### src/rtl/nextpc_pkg.sv
package nextpc_pkg;
  typedef enum logic [1:0] {
    BR_NONE = 2'b00,
    BR_EQ   = 2'b01,
    BR_NE   = 2'b10,
    BR_LTZ  = 2'b11
  } br_kind_e;

  typedef enum logic [1:0] {
    SRC_SEQ  = 2'b00,
    SRC_JUMP = 2'b01,
    SRC_REG  = 2'b10,
    SRC_TRAP = 2'b11
  } pc_src_e;
endpackage

### src/rtl/nextpc_cond.sv
module nextpc_cond
  import nextpc_pkg::*;
(
  input  logic [1:0] br_kind_i,
  input  logic       eq_i,
  input  logic       neg_i,
  output logic       take_o
);
  br_kind_e kind;
  assign kind = br_kind_e'(br_kind_i);

  always_comb begin
    unique case (kind)
      BR_EQ:   take_o = eq_i;
      BR_NE:   take_o = ~eq_i;
      BR_LTZ:  take_o = neg_i;
      default: take_o = 1'b0;
    endcase
  end
endmodule

### src/rtl/nextpc_seq.sv
module nextpc_seq #(
  parameter int PC_W  = 30,
  parameter int IMM_W = 16
) (
  input  logic [PC_W-1:0]  pc_i,
  input  logic [IMM_W-1:0] off_i,
  input  logic             take_i,
  output logic [PC_W-1:0]  inc_o,
  output logic [PC_W-1:0]  seq_o
);
  localparam int EXT_W = PC_W - IMM_W;

  logic [PC_W-1:0] off_ext;
  logic [PC_W-1:0] tgt;

  assign off_ext = {{EXT_W{off_i[IMM_W-1]}}, off_i};
  assign inc_o   = pc_i + PC_W'(1);
  assign tgt     = inc_o + off_ext;
  assign seq_o   = take_i ? tgt : inc_o;
endmodule

### src/rtl/nextpc_sel.sv
module nextpc_sel #(
  parameter int PC_W  = 30,
  parameter int N_SRC = 4,
  localparam int SEL_W = $clog2(N_SRC)
) (
  input  logic [N_SRC-1:0][PC_W-1:0] cand_i,
  input  logic [SEL_W-1:0]           sel_i,
  output logic [PC_W-1:0]            next_o
);
  logic [N_SRC-1:0] hit;

  for (genvar g = 0; g < N_SRC; g++) begin : g_dec
    assign hit[g] = (sel_i == SEL_W'(g));
  end

  // one-hot AND-OR mux
  always_comb begin
    next_o = '0;
    for (int k = 0; k < N_SRC; k++) begin
      next_o |= cand_i[k] & {PC_W{hit[k]}};
    end
  end
endmodule

### src/rtl/nextpc_unit.sv
module nextpc_unit
  import nextpc_pkg::*;
#(
  parameter int              PC_W      = 30,
  parameter int              IMM_W     = 16,
  parameter int              JTA_W     = 26,
  parameter int              DATA_W    = 32,
  parameter logic [PC_W-1:0] TRAP_ADDR = 30'h0010_0000
) (
  input  logic [PC_W-1:0]   pc_i,
  input  logic [IMM_W-1:0]  br_off_i,
  input  logic [JTA_W-1:0]  jtarget_i,
  input  logic [DATA_W-1:0] rs_i,
  input  logic              eq_i,
  input  logic [1:0]        br_kind_i,
  input  logic [1:0]        pc_src_i,
  output logic [PC_W-1:0]   next_pc_o,
  output logic [PC_W-1:0]   pc_inc_o
);
  localparam int SEG_W = PC_W - JTA_W;
  localparam int N_SRC = 4;

  logic                        take;
  logic [PC_W-1:0]             seq_pc;
  logic [PC_W-1:0]             jump_pc;
  logic [PC_W-1:0]             reg_pc;
  logic [N_SRC-1:0][PC_W-1:0]  cand;

  nextpc_cond u_cond (
    .br_kind_i (br_kind_i),
    .eq_i      (eq_i),
    .neg_i     (rs_i[DATA_W-1]),
    .take_o    (take)
  );

  nextpc_seq #(.PC_W(PC_W), .IMM_W(IMM_W)) u_seq (
    .pc_i   (pc_i),
    .off_i  (br_off_i),
    .take_i (take),
    .inc_o  (pc_inc_o),
    .seq_o  (seq_pc)
  );

  assign jump_pc = {pc_i[PC_W-1 -: SEG_W], jtarget_i};
  assign reg_pc  = rs_i[DATA_W-1 -: PC_W];

  assign cand[SRC_SEQ]  = seq_pc;
  assign cand[SRC_JUMP] = jump_pc;
  assign cand[SRC_REG]  = reg_pc;
  assign cand[SRC_TRAP] = TRAP_ADDR;

  nextpc_sel #(.PC_W(PC_W), .N_SRC(N_SRC)) u_sel (
    .cand_i (cand),
    .sel_i  (pc_src_i),
    .next_o (next_pc_o)
  );
endmodule

### config.mk
export PLATFORM = sky130hd
export DESIGN_NAME = nextpc_unit
export DESIGN_NICKNAME = d
export VERILOG_FILES = /design/src/rtl/nextpc_pkg.sv /design/src/rtl/nextpc_cond.sv /design/src/rtl/nextpc_seq.sv /design/src/rtl/nextpc_sel.sv /design/src/rtl/nextpc_unit.sv
export SDC_FILE = /design/constraint.sdc
export NUM_CORES = 1
export LEC_CHECK = 0
export CORE_ASPECT_RATIO = 0.5
export CORE_UTILIZATION = 37
export DETAILED_ROUTE_END_ITERATION = 10
export PLACE_DENSITY_LB_ADDON = 0.05
export SYNTH_ARGS = -nofsm -noshare
export SYNTH_HDL_FRONTEND = slang
export SYNTH_SLANG_ARGS = --single-unit
### constraint.sdc
create_clock -name vclk -period 4.3
set_input_delay 0.645 -clock vclk [all_inputs]
set_output_delay 0.645 -clock vclk [all_outputs]
set_load 0.05 [all_outputs]
==> flow_metrics.tcl, run 1 <==
set metrics [dict create \
    status "stopped before the end" \
    lastStage "clock tree synthesis" \
    tool.error "[ERROR DPL-0038] Utilization greater than 100%, impossible to legalize" \
    syn_inst 441 \
    holdBufCountCts 0 \
    die_w_um 127 \
    ioPinCount 169 \
    synthesis.area_sq_mm 0.00291 \
    synthesis.nets 588 \
    syn_avg_cell_area_sq_um 6.60 \
    hpwlAfterDp_um 14000 \
    initial_core_util 0.390 \
    synthTopCellsByArea "ha_1 (16%), xnor2_1 (9.3%), o21ai_0 (7.6%), nand2_1 (7.1%), xor2_1 (6.0%)" \
    synth_top_area_frac 0.159 \
    dp_slack_ns -1.06 \
    core.rowCount 22 \
    yosys_warnings 0 \
    cts_resized 135 \
    io_buffers 167 \
    synth-seq-area-share 0 \
    die_y_um 64.7 \
    yosysTopAreaCell "ha_1" \
    cts_setup_buffers 40 \
    gp_congestion 0.941 \
    synth.distinct_cells 51 \
]
[synth_stat cells (3+ instances only)]
| cell type | n |
|---|---|
| a211oi_1 | 6 |
| a21o_1 | 17 |
| a21oi_1 | 34 |
| a221o_1 | 5 |
| a22oi_1 | 10 |
| a31oi_1 | 3 |
| and3_1 | 9 |
| and4_1 | 4 |
| clkbuf_1 | 15 |
| ha_1 | 37 |
| inv_1 | 13 |
| mux2i_1 | 7 |
| nand2_1 | 55 |
| nand2b_1 | 4 |
| nand3_1 | 16 |
| nand4_1 | 7 |
| nor2_1 | 28 |
| nor2b_1 | 6 |
| nor3_1 | 7 |
| nor4_1 | 3 |
| o211ai_1 | 4 |
| o21a_1 | 4 |
| o21ai_0 | 44 |
| o21bai_1 | 5 |
| o221ai_1 | 7 |
| o31ai_1 | 7 |
| or2_2 | 3 |
| xnor2_1 | 31 |
| xor2_1 | 20 |
[cells by family after synthesis]
group                    after synthesis  synth area share
XOR/XNOR                              51             0.153
AO/OA/AOI/OAI                        163             0.368
AND/OR/NAND/NOR                      150             0.247
buffers and inverters                 32            0.0421
adder cells (fa/ha/maj)               38             0.166
multiplexers                           7            0.0241
[per-stage QoR]
stage | cells | utilization | hold slack [ns] | cell area, sq um | TNS (ns)
after floorplan | 441 | - | 1.41 | 3710 | -2.59
after global placement | 855 | 0.933 | 1.96 | 6960 | -10.96
after detailed placement | 855 | 0.933 | 1.96 | 6960 | -14.52
==> run 2, diff against run 1 <==
--- a/config.mk
+++ b/config.mk
@@ -5,10 +5,9 @@
 export SDC_FILE = /design/constraint.sdc
 export NUM_CORES = 1
 export LEC_CHECK = 0
-export CORE_ASPECT_RATIO = 0.5
-export CORE_UTILIZATION = 37
+export CORE_UTILIZATION = 32
 export DETAILED_ROUTE_END_ITERATION = 10
-export PLACE_DENSITY_LB_ADDON = 0.05
+export PLACE_DENSITY_LB_ADDON = 0.15
 export SYNTH_ARGS = -nofsm -noshare
 export SYNTH_HDL_FRONTEND = slang
 export SYNTH_SLANG_ARGS = --single-unit
==> constraint.sdc (replaced) <==
create_clock -name vclk -period 5.6
set_input_delay 0.84 -clock vclk [all_inputs]
set_output_delay 0.84 -clock vclk [all_outputs]
set_load 0.05 [all_outputs]
==> run 2 against run 1 <==
  * The flow now finishes without violations
  * Area after synthesis is the same
  * Synthesized cell count is the same
==> flow_metrics.tcl, run 2 <==
set metrics [dict create \
    status "finished clean" \
    die_w_um 97.4 \
    num_vias 4258 \
    peakVddDrop_mv 0.0594 \
    holdBufCountCts 0 \
    period_needed_ns 5.46 \
    grt_setup_unrepaired "yes" \
    dr_wl_met2_um 6000 \
    synth-seq-area-share 0 \
    dr.pass1.iters 5 \
    routed_wl_um 12700 \
    core_area_sq_mm 0.00876 \
    tightest_slew_ns 1.04 \
    yosysTopAreaCell "ha_1" \
    syn_inst 441 \
    drc_errors 0 \
    nClkBuffers 0 \
    crit_type "in -> out" \
    die_y_um 97.4 \
    syn_avg_cell_area_sq_um 6.60 \
    timing.final.ws_setup_ns 0.141 \
    grt_pass1_vias 4083 \
    setup_viol_count_final 0 \
    min_path_type "in -> out" \
    startpoint_type "input port" \
    timing.slew.headroom 0.303 \
    fillCellCount 786 \
    cp.arrival_ns 4.62 \
    antenna_cells 0 \
    ant_nets 0 \
    crit_required_ns 4.76 \
    grt_use_total 0.246 \
    fmax_ghz 0.183 \
    layout_common_cells "clkdlybuf4s50_1 (144), buf_4 (93), nand2_1 (54)" \
    grt_pass1_wl_um 19700 \
    io_buffers 167 \
    initial_core_util 0.332 \
    yosysMostFrequentCell "nand2_1" \
    dp_slack_ns -0.152 \
    synth_top_area_frac 0.159 \
    yosys_warnings 0 \
    maxCapViolations 0 \
    wl_met1_um 5980 \
    antenna_found_initial 0 \
    critPathMaxFanout 3 \
    nNetsFinal 830 \
    ioPinCount 169 \
    core.rowCount 34 \
    gr-total-overflow 0 \
    hpwlAfterDp_um 10100 \
    hold_viol 0 \
    drv_slew 0 \
    p_leak_nw 2.52 \
    p_total_w 0.000720 \
    fin_crit_sh 0.975 \
    synthTopCellsByArea "ha_1 (16%), xnor2_1 (9.3%), o21ai_0 (7.6%), nand2_1 (7.1%), xor2_1 (6.0%)" \
    gp_congestion 0.899 \
    synth.distinct_cells 51 \
    seqCellArea_sq_um 0 \
    layout_commonest_cell "clkdlybuf4s50_1" \
    vias_per_cell 5.40 \
    met3WireLength_um 616 \
    dieArea_sq_mm 0.00949 \
    wl_per_cell_um 16.1 \
    synthesis.area_sq_mm 0.00291 \
    seq_cell_count 0 \
    drive_gt1_frac 0.247 \
    synthesis.nets 588 \
    area_growth_pct 101 \
    cp-end-kind "primary output" \
    dr.first_iter.drc_count 122 \
    fin_util 0.669 \
    power.density_mw_per_mm2 123 \
    grt_max_degree 34 \
    yosys-top-cells-count "nand2_1 (55), o21ai_0 (44), ha_1 (37), a21oi_1 (34), xnor2_1 (31)" \
    top_layer_used "met4" \
]
-- run 2: cell counts after synthesis --
No cell type changed its count.
-- run 2: through the flow --
stage	setup TNS (ns)	instances	hold slack, ns	instance area, sq um
after floorplan	-0.106	441	1.87	3070
after global placement	-0.147	779	2.38	5620
after detailed placement	-0.362	779	2.38	5620
after CTS	0	780	2.38	5660
after global routing	-0.136	789	2.42	5860
final	0	789	2.38	5860
-- run 2: report_power, final --
part / internal [W] / leakage, nW / switching, W
combinational: 0.000340 / 2.52 / 0.000380
clock: 0 / 0 / 0
sequential: 0 / 0 / 0
-- run 2: cell type report --
class	count	area [sq um]	share of cell area
multi-input cells	409	3120	0.532
repair buffers	259	2560	0.437
well taps	108	135	0.0231
inverters	13	48.8	0.00833
-- run 2: final timing paths --
path | startpoint | endpoint | slack [ns] | depth (start not counted)
max | pc_i[1] | next_pc_o[21] | 0.14 | 17
min | rs_i[13] | next_pc_o[11] | 2.38 | 4
-- run 2: repair_timing --
action	in CTS	in global routing
pin swaps	7	18
gates resized for setup	9	28
buffers inserted	1	9
endpoints found under the setup margin	5	13
-- run 2: worst max-delay path, cell delays in order --
cell	delay (ns)
clkdlybuf4s50_1	0.49
ha_2	0.19
and3_4	0.23
nand3_2	0.10
or2_4	0.26
xnor2_4	0.16
ha_4	0.23
and4_1	0.20
a221o_1	0.35
a211oi_2	0.17
o21bai_1	0.12
a221o_1	0.31
a21oi_2	0.18
o221a_2	0.25
xor2_2	0.19
o221ai_2	0.14
buf_12	0.19
-- run 2: logic make-up after synthesis --
group | share of synthesized area
adders and majority gates | 0.166
muxes | 0.0241
and+or+nand+nor | 0.247
xor gates and xnor gates | 0.153
AOI/OAI and AO/OA | 0.368
buffers and inverters | 0.0421
-- run 2: per-layer routing --
layer  up-vias  track usage
met4         0       0.0294
li1       2133            -
met2       136        0.431
met3        14       0.0173
met5         -            0
met1      1975        0.339
Note: power is estimated with default switching activity, not from simulation.
